===== src/rtl/eeprom_pkg.sv =====
package eeprom_pkg;

  typedef enum logic [3:0] {
    ST_IDLE, ST_SELECT, ST_ACK_SEL, ST_WADDR, ST_ACK_ADDR,
    ST_WDATA, ST_ACK_DATA, ST_RDATA, ST_RACK, ST_PARK
  } busState_t;

  // strobes from the bus sequencer to the storage/pointer datapath
  typedef struct packed {
    logic rxShift;      // shift sampled SDA into receive register
    logic selCapture;   // copy page field of select byte into pointer
    logic addrLoad;     // load low pointer byte from receive register
    logic byteWrite;    // store received byte, advance pointer in page
    logic readAdvance;  // advance pointer over whole array
    logic txLoad;       // load array byte and drive its MSB
    logic txShift;      // drive next bit of the outgoing byte
    logic ackDrive;     // pull SDA low for an acknowledge
    logic sdaRelease;   // stop pulling SDA
  } strobes_t;

  function automatic int addrBits(input int densityKbit);
    return $clog2(densityKbit * 128);
  endfunction

  function automatic int pageBits(input int densityKbit);
    return $clog2(densityKbit * 128) - 8;
  endfunction

  function automatic int wrapBits(input int densityKbit);
    return (densityKbit == 2) ? 3 : 4;
  endfunction

endpackage


===== src/rtl/eeprom_bus_ctrl.sv =====
module eeprom_bus_ctrl
  import eeprom_pkg::*;
#(
  parameter int DENSITY_KBIT = 2
) (
  input  logic       clk,
  input  logic       rstN,
  input  logic       sclIn,
  input  logic       sdaIn,
  input  logic [2:0] chipSel,
  input  logic [7:0] rxByte,
  output strobes_t   strb
);

  localparam int PAGE_BITS = pageBits(DENSITY_KBIT);

  busState_t  stateQ, stateD;
  logic [3:0] cntQ, cntD;
  logic       isReadQ, isReadD;
  logic       mAckQ, mAckD;
  logic       sclPrevQ, sdaPrevQ;

  logic sclRise, sclFall, startSeen, stopSeen;
  logic [2:0] csOk;
  logic selMatch;

  assign sclRise   = sclIn & ~sclPrevQ;
  assign sclFall   = ~sclIn & sclPrevQ;
  assign startSeen = sclIn & sclPrevQ & sdaPrevQ & ~sdaIn;
  assign stopSeen  = sclIn & sclPrevQ & ~sdaPrevQ & sdaIn;

  always_comb begin
    for (int g = 0; g < 3; g++) begin
      csOk[g] = (g < PAGE_BITS) ? 1'b1 : (rxByte[g+1] == chipSel[g]);
    end
  end

  assign selMatch = (rxByte[7:4] == 4'b1010) && (&csOk);

  always_comb begin
    stateD  = stateQ;
    cntD    = cntQ;
    isReadD = isReadQ;
    mAckD   = mAckQ;
    strb    = '0;
    if (startSeen) begin
      stateD = ST_SELECT;
      cntD   = '0;
      strb.sdaRelease = 1'b1;
    end else if (stopSeen) begin
      stateD = ST_IDLE;
      cntD   = '0;
      strb.sdaRelease = 1'b1;
    end else begin
      case (stateQ)
        ST_SELECT, ST_WADDR, ST_WDATA: begin
          if (sclRise) begin
            strb.rxShift = 1'b1;
            cntD = cntQ + 4'd1;
          end else if (sclFall && cntQ == 4'd8) begin
            cntD = '0;
            if (stateQ == ST_SELECT) begin
              if (selMatch) begin
                strb.ackDrive   = 1'b1;
                strb.selCapture = 1'b1;
                isReadD = rxByte[0];
                stateD  = ST_ACK_SEL;
              end else begin
                stateD = ST_PARK;
              end
            end else if (stateQ == ST_WADDR) begin
              strb.addrLoad = 1'b1;
              strb.ackDrive = 1'b1;
              stateD = ST_ACK_ADDR;
            end else begin
              strb.byteWrite = 1'b1;
              strb.ackDrive  = 1'b1;
              stateD = ST_ACK_DATA;
            end
          end
        end
        ST_ACK_SEL: begin
          if (sclFall) begin
            cntD = '0;
            if (isReadQ) begin
              strb.txLoad = 1'b1;
              stateD = ST_RDATA;
            end else begin
              strb.sdaRelease = 1'b1;
              stateD = ST_WADDR;
            end
          end
        end
        ST_ACK_ADDR, ST_ACK_DATA: begin
          if (sclFall) begin
            cntD = '0;
            strb.sdaRelease = 1'b1;
            stateD = ST_WDATA;
          end
        end
        ST_RDATA: begin
          if (sclRise) begin
            cntD = cntQ + 4'd1;
          end else if (sclFall) begin
            if (cntQ == 4'd8) begin
              cntD = '0;
              strb.sdaRelease  = 1'b1;
              strb.readAdvance = 1'b1;
              stateD = ST_RACK;
            end else begin
              strb.txShift = 1'b1;
            end
          end
        end
        ST_RACK: begin
          if (sclRise) begin
            mAckD = ~sdaIn;
          end else if (sclFall) begin
            cntD = '0;
            if (mAckQ) begin
              strb.txLoad = 1'b1;
              stateD = ST_RDATA;
            end else begin
              stateD = ST_PARK;
            end
          end
        end
        default: ;
      endcase
    end
  end

  always_ff @(posedge clk or negedge rstN) begin
    if (!rstN) begin
      stateQ   <= ST_IDLE;
      cntQ     <= '0;
      isReadQ  <= 1'b0;
      mAckQ    <= 1'b0;
      sclPrevQ <= 1'b1;
      sdaPrevQ <= 1'b1;
    end else begin
      stateQ   <= stateD;
      cntQ     <= cntD;
      isReadQ  <= isReadD;
      mAckQ    <= mAckD;
      sclPrevQ <= sclIn;
      sdaPrevQ <= sdaIn;
    end
  end

endmodule


===== src/rtl/eeprom_store.sv =====
module eeprom_store
  import eeprom_pkg::*;
#(
  parameter int DENSITY_KBIT = 2
) (
  input  logic                                 clk,
  input  logic                                 rstN,
  input  logic                                 sdaIn,
  input  strobes_t                             strb,
  output logic [7:0]                           rxByte,
  output logic [addrBits(DENSITY_KBIT)-1:0]    ptr,
  output logic                                 sdaOe
);

  localparam int ADDR_W    = addrBits(DENSITY_KBIT);
  localparam int PAGE_BITS = pageBits(DENSITY_KBIT);
  localparam int WRAP_BITS = wrapBits(DENSITY_KBIT);
  localparam int MEM_BYTES = 1 << ADDR_W;
  localparam logic [ADDR_W-1:0] PAGE_MASK = ADDR_W'(((1 << PAGE_BITS) - 1) << 8);
  localparam logic [ADDR_W-1:0] LOW_MASK  = ADDR_W'((1 << WRAP_BITS) - 1);
  localparam logic [ADDR_W-1:0] BYTE_MASK = ADDR_W'(8'hFF);

  logic [7:0]        mem [MEM_BYTES];
  logic [7:0]        memRd;
  logic [7:0]        rxReg, txReg;
  logic [ADDR_W-1:0] ptrQ, ptrD, ptrPlus;
  logic              sdaOeQ;

  assign ptrPlus = ptrQ + 1'b1;

  always_comb begin
    ptrD = ptrQ;
    if (strb.selCapture)
      ptrD = (ptrQ & ~PAGE_MASK) | ((ADDR_W'(rxReg[3:1]) << 8) & PAGE_MASK);
    else if (strb.addrLoad)
      ptrD = (ptrQ & ~BYTE_MASK) | ADDR_W'(rxReg);
    else if (strb.byteWrite)
      ptrD = (ptrQ & ~LOW_MASK) | (ptrPlus & LOW_MASK);
    else if (strb.readAdvance)
      ptrD = ptrPlus;
  end

  always_ff @(posedge clk) begin
    if (strb.byteWrite) mem[ptrQ] <= rxReg;
    memRd <= mem[ptrQ];
  end

  always_ff @(posedge clk or negedge rstN) begin
    if (!rstN) begin
      ptrQ   <= '0;
      rxReg  <= '0;
      txReg  <= '0;
      sdaOeQ <= 1'b0;
    end else begin
      ptrQ <= ptrD;
      if (strb.rxShift) rxReg <= {rxReg[6:0], sdaIn};
      if (strb.txLoad) begin
        txReg  <= memRd;
        sdaOeQ <= ~memRd[7];
      end else if (strb.txShift) begin
        txReg  <= {txReg[6:0], 1'b0};
        sdaOeQ <= ~txReg[6];
      end else if (strb.ackDrive) begin
        sdaOeQ <= 1'b1;
      end else if (strb.sdaRelease) begin
        sdaOeQ <= 1'b0;
      end
    end
  end

  assign rxByte = rxReg;
  assign ptr    = ptrQ;
  assign sdaOe  = sdaOeQ;

endmodule


===== src/rtl/serial_eeprom_slave.sv =====
module serial_eeprom_slave
  import eeprom_pkg::*;
#(
  parameter int DENSITY_KBIT = 2
) (
  input  logic       clk,
  input  logic       rstN,
  input  logic       sclIn,
  input  logic       sdaIn,
  input  logic [2:0] chipSel,
  output logic       sdaOe
);

  localparam int ADDR_W = addrBits(DENSITY_KBIT);

  strobes_t          strb;
  logic [7:0]        rxByte;
  logic [ADDR_W-1:0] ptrQ;

  eeprom_bus_ctrl #(.DENSITY_KBIT(DENSITY_KBIT)) u_ctrl (
    .clk     (clk),
    .rstN    (rstN),
    .sclIn   (sclIn),
    .sdaIn   (sdaIn),
    .chipSel (chipSel),
    .rxByte  (rxByte),
    .strb    (strb)
  );

  eeprom_store #(.DENSITY_KBIT(DENSITY_KBIT)) u_store (
    .clk    (clk),
    .rstN   (rstN),
    .sdaIn  (sdaIn),
    .strb   (strb),
    .rxByte (rxByte),
    .ptr    (ptrQ),
    .sdaOe  (sdaOe)
  );

endmodule


===== config.mk =====
export PLATFORM = sky130hd
export DESIGN_NAME = serial_eeprom_slave
export DESIGN_NICKNAME = d
export VERILOG_FILES = /design/src/rtl/eeprom_pkg.sv /design/src/rtl/eeprom_bus_ctrl.sv /design/src/rtl/eeprom_store.sv /design/src/rtl/serial_eeprom_slave.sv
export SDC_FILE = /design/constraint.sdc
export NUM_CORES = 2
export LEC_CHECK = 0
export BUFFER_PORTS_ARGS = -buffer_cell sky130_fd_sc_hd__buf_2
export CAP_MARGIN = 20
export CORE_MARGIN = 8
export CORE_UTILIZATION = 26
export DETAILED_ROUTE_END_ITERATION = 10
export GPL_TIMING_DRIVEN = 0
export MAX_ROUTING_LAYER = met4
export PLACE_DENSITY = 0.38
export SLEW_MARGIN = 20
export SYNTH_ARGS = -nofsm -noshare
export SYNTH_HDL_FRONTEND = slang
export SYNTH_HIERARCHICAL = 1
export SYNTH_SLANG_ARGS = --single-unit

===== constraint.sdc =====
create_clock -name clk -period 6.09 [get_ports clk]
set_input_delay 0.609 -clock clk [delete_from_list [all_inputs] [get_ports clk]]
set_output_delay 0.609 -clock clk [all_outputs]
set_load 0.01 [all_outputs]

# After elaboration in Yosys (flattened, before gate mapping)

Memory sizes are Yosys's and may differ from the RTL's. A register that Yosys moved wholly into a read port is not among the register bits.
Cells that the tools add are included.

Flip-flop bits (word level): 36
Memory bits (writable): 2048
Word-level logic and storage cells: 145
Memories: 1

Add/sub/neg operators: 2
Eq/ne operators: 25
Multiplexer cells: 73
Bitwise logic cells: 18
Reduce and logical (&&, ||, !) cells: 16

Memory list:

| name        | depth | width | rd ports | clocked after memory_dff | wr ports | line               | RTL |
|---|---|---|---|---|---|---|---|
| u_store.mem | 256   | 8     | 1        | 1                        | 1        | eeprom_store.sv:23 | `logic [7:0] mem [MEM_BYTES];` |

Operator list:

| operator                                      | count |
|---|---|
| two-way mux 4 bit                             | 24 |
| two-way mux 8 bit                             | 5 |
| two-way mux 1 bit                             | 33 |
| != test 4 x 1 -> 1 bit, second input constant | 6 |
| case mux 4 bit (5 select lines)               | 1 |
| == test 4 x 3 -> 1 bit, second input constant | 4 |
| case mux 4 bit (4 select lines)               | 1 |
| != test 5 x 1 -> 1 bit, second input constant | 3 |
| two-way mux 7 bit                             | 2 |
| == test 4 bit, second input constant          | 3 |
| != test 4 bit, second input constant          | 3 |
| NOT 1 bit                                     | 10 |
| AND reduction 10 bit                          | 1 |
| two-way mux 3 bit                             | 3 |
| adder 8 x 1 -> 8 bit, second input constant   | 1 |
| == test 4 x 2 -> 1 bit, second input constant | 2 |
| bitwise OR 8 x 3 -> 8 bit                     | 1 |
| bitwise AND 1 bit                             | 7 |
| AND reduction 7 bit                           | 1 |
| nonzero test 7 bit                            | 1 |
| nonzero test 6 bit                            | 1 |
| OR reduction 3 bit                            | 2 |
| AND reduction 5 bit                           | 1 |
| adder 4 x 1 -> 4 bit, second input constant   | 1 |
| 13 further kinds                              | 17 |

# Logic depth before layout (Yosys ltp)

Depth in word-level cells: 13
Gate-level depth with buffers: 12
Depth with buffers taken out: 11

# Modules after synthesis

Netlist, hierarchy kept.

By module, submodules not included:

| module          | instances | cells each | area an instance (sq um) | seq. area each (sq um) |
|---|---|---|---|---|
| eeprom_store    | 1         | 3666       | 79583.8                  | 62259.7 |
| eeprom_bus_ctrl | 1         | 132        | 1154.9                   | 302.8 |

# Worst setup path after synthesis

OpenSTA, ideal clock, no wires.

Path kind: reg-to-reg
From: register u_store.rxReg[5], in the netlist u_store/rxByte[5]
To: register u_store.ptrQ[7], in the netlist u_store/ptr[7]
Setup time: 0.132 ns
Arrival time: 4.829 ns
Required time: 5.958 ns
Setup slack: 1.129 ns
Stages on the path, launching flop included: 9
Buffers on the path: 1
Clock period less this slack: 4.961 ns
Path through: dfrtp_1 > nand4bb_1 > nor4_1 > nand3_1 > nor2_1 > o21bai_1 > clkbuf_1 > nor2b_1 > a21oi_1

RTL lines:

| item                   | line               | RTL |
|---|---|---|
| from (decl)            | eeprom_store.sv:25 | `logic [7:0] rxReg, txReg;` |
| from (signal assigned) | eeprom_store.sv:56 | `if (strb.rxShift) rxReg <= {rxReg[6:0], sdaIn};` |
| to (signal assigned)   | eeprom_store.sv:55 | `ptrQ <= ptrD;` |
| to (decl)              | eeprom_store.sv:26 | `logic [ADDR_W-1:0] ptrQ, ptrD, ptrPlus;` |

==> metrics.txt <==
status=finished clean; ys async rst share=1.721%; endpoints failing setup=0; # IOs=8; starting density of the core=26.14%; most frequent cells in the layout=edfxtp_1 (2048), mux4_2 (512), nor2_1 (260); Final period util=93.37%; antenna violations before repair=23; post-placement cell area=87630 sq um; hpwl dp=181900 um; post-layout util=30.78%; reg2reg start=u_ctrl/sclPrevQ; Post-synth EDFFs=2048; post-synthesis sequential area ratio=77.49%; Synth Instances=3798; Antenna Nets Post-Route=0; TritonCTS Buffers=237; Crit Path Class=reg -> reg; fin area=95060 sq um; Worst setup EP type=flip-flop; DR pass1 iterations=5; post-CTS setup buffers=0; unrepaired setup endpoints after global routing=no; clk_skew=0.08185 ns; CP arrival=6.14 ns; top_reg_cell synth=edfxtp_1; Achievable Freq=175.9 MHz; Final Hold Fails=0; Synth Net Count=3815; wire per inst=31.03 um; Seq pwr share=52.5%; sw frac=22.69%; Storage cell area=62590 sq um; area of the multi-input gates=17070 sq um; routed wire length=261800 um; Clock Pin Slew Worst Setup and Hold Paths=0.06 ns; first-pass GRT wire length=355400 um; Max VDD drop=0.2502 mV; largest net degree at the start of global routing=67; Core Region=308800 sq um; HP Class=in -> async; Post-CTS Hold Fix Bufs=3; Syn Std Cell Area=80740 sq um; GRT Util Overall=15.89%; Die W=573.3 um; # clock sinks=2092; PnR worst setup slack=0.4038 ns; detail-routed via count per cell=4.816; Max Cap Violations=0; CTS tree=built; Overflow after GRT=0; DIE HEIGHT=573.3 um; Layout area overhead=17.74%; pre-CTS setup slack=0.3783 ns; commonest non-fill, non-tap cell in the layout=edfxtp_1; H-Tree Depth=4; Crit-path slowest cell=nand3_1; CP peak stage delay=0.86 ns; die area=328600 sq um; Hold Worst Slack=0.1882 ns; Worst Setup SP=u_ctrl/sclPrevQ; startpoint types=flip-flop; RD Place Congestion=0.8528; root buffer cell=clkbuf_16; Mean Syn Cell Area=21.26 sq um; worst slew pin tran=1.272 ns; fin nets=4136; FILL cells=29910; Slew HR=15.18%; Worst-Skew Late Latency=0.89 ns; cells along the critical path=inv_1, ha_1, clkbuf_2, nor3_1, nand4_1, nor2_1, buf_1, nand3_1, clkbuf_2, buf_16, nor2_1; Slew Viols, Final=0; number of distinct library cells after synthesis=63; leakage power=29.19 nW; DRC viols=0; post-cts sizing count=0; Port Buf Inserts=7; ratio of cells with drive above 1 in the final layout=24.59%; total vias in the final route=40620; CP required=6.54 ns; P_sw=7.403 mW; Crit Path Max Fanout=10; clock tree buffer depth=4; Synthesis Warnings=6; starting DRC count in detailed routing=4564; Logic pwr share=5.7%; cell area power density=343.3 nW/um^2; crit path time final=5.686 ns; vias in the first global route=40810; Clock power frac=41.7%; internal power component=25.23 mW; row cnt=204; FF+latch count, synth=2092
## synth_stat cells (all sizes together), types with 8 or more instances
master | number | area share [%]
mux4 | 512 | 14
mux2 | 11 | 0.16
nand3 | 26 | 0.16
nor3 | 9 | 0.056
a22oi | 256 | 2.4
a21oi | 142 | 0.88
dfxtp | 8 | 0.20
nand2 | 50 | 0.23
nor2b | 13 | 0.10
nand4 | 11 | 0.085
dfrtp | 34 | 1.1
o21ai | 25 | 0.15
mux2i | 8 | 0.099
clkbuf | 162 | 0.78
edfxtp | 2048 | 76
o41ai | 32 | 0.35
buf | 86 | 0.62
nor2 | 277 | 1.3
ha | 10 | 0.15
inv | 10 | 0.046
## worst max-delay path, delay by kind of cell, from the launching register on
family	cells	cell delay, ns
and+or+nand+nor	5	2.81
buffers and inverters	5	1.71
DFF	1	0.55
adders and majority gates	1	0.17
## metrics by stage
stage / total power, mW / setup TNS (ns) / cells
6_report: 32.64 / 0 / 8435
4_1_cts: 33.10 / 0 / 8423
3_3_place_gp: 19.45 / -6683.21 / 7925
3_5_place_dp: 19.37 / 0 / 7994
5_1_grt: 33.71 / 0 / 8430
2_1_floorplan: 18.34 / 0 / 3798
## flip-flops by register name (all words and copies together), names as in the netlist
name             flops
u_ctrl/sclPrevQ      1
u_store/rxByte       8
u_ctrl/mAckQ         1
u_ctrl/sdaPrevQ      1
u_ctrl/isReadQ       1
u_ctrl/stateQ        4
u_store/mem       2048
u_store/txReg        7
u_ctrl/cntQ          4
u_store/sdaOe        1
u_store/ptr          8
u_store/memRd        8
## kinds of logic after synthesis
| kind of cell | count (synthesis) | synth area share, % |
|---|---|---|
| XOR/XNOR | 4 | 0.04339 |
| AND/OR/NAND/NOR | 417 | 2.222 |
| adder cells (fa/ha/maj) | 10 | 0.1550 |
| buffers and inverters | 258 | 1.446 |
| flip-flops | 2092 | 77.49 |
| AO/OA/AOI/OAI | 486 | 4.102 |
| multiplexers | 531 | 14.54 |
## metal layers
layer | routed length [um] | global-route usage (%) | part of all wire [%] | up-vias
li1 | - | - | - | 16680
met1 | 117100 | 21.96 | 45 | 22280
met2 | 120200 | 24.19 | 46 | 1335
met3 | 17780 | 3.111 | 6.8 | 329
met4 | 6655 | 3.881 | 2.5 | 0
met5 | 0 | - | 0 | -
## power by group through the flow
stage,combinational [mW],clock [mW],sequential [mW]
6_report,1.87,13.6,17.1
5_1_grt,2.04,14.5,17.2
4_1_cts,1.92,14.0,17.2
3_5_place_dp,1.92,0,17.5
3_3_place_gp,0.354,0,19.1
2_1_floorplan,0.271,0,18.1
## worst paths after layout
check                                       to  slack [ns]  cells after the start
min                             u_ctrl/cntQ[0]        0.19                      2
min reg2reg                      u_store/sdaOe        0.43                      1
min in group clk                 u_store/sdaOe        0.43                      1
max reg2reg                u_store/mem[220][2]        0.40                     11
max in group asynchronous    u_store/rxByte[5]        5.38                      3
max                        u_store/mem[220][2]        0.40                     11
## area by class of cell
| class | count | area share (%) |
|---|---|---|
| Buffer | 248 | 1.224 |
| Timing Repair Buffer | 82 | 1.782 |
| Multi-Input combinational cell | 1448 | 17.96 |
| Tap cell | 4120 | 5.423 |
| Antenna cell | 9 | 0.02369 |
| Clock inverter | 128 | 1.149 |
| Inverter | 10 | 0.03949 |
| Sequential cell | 2092 | 65.85 |
| Clock buffer | 298 | 6.556 |
Note: power is estimated with default switching activity, not from simulation.
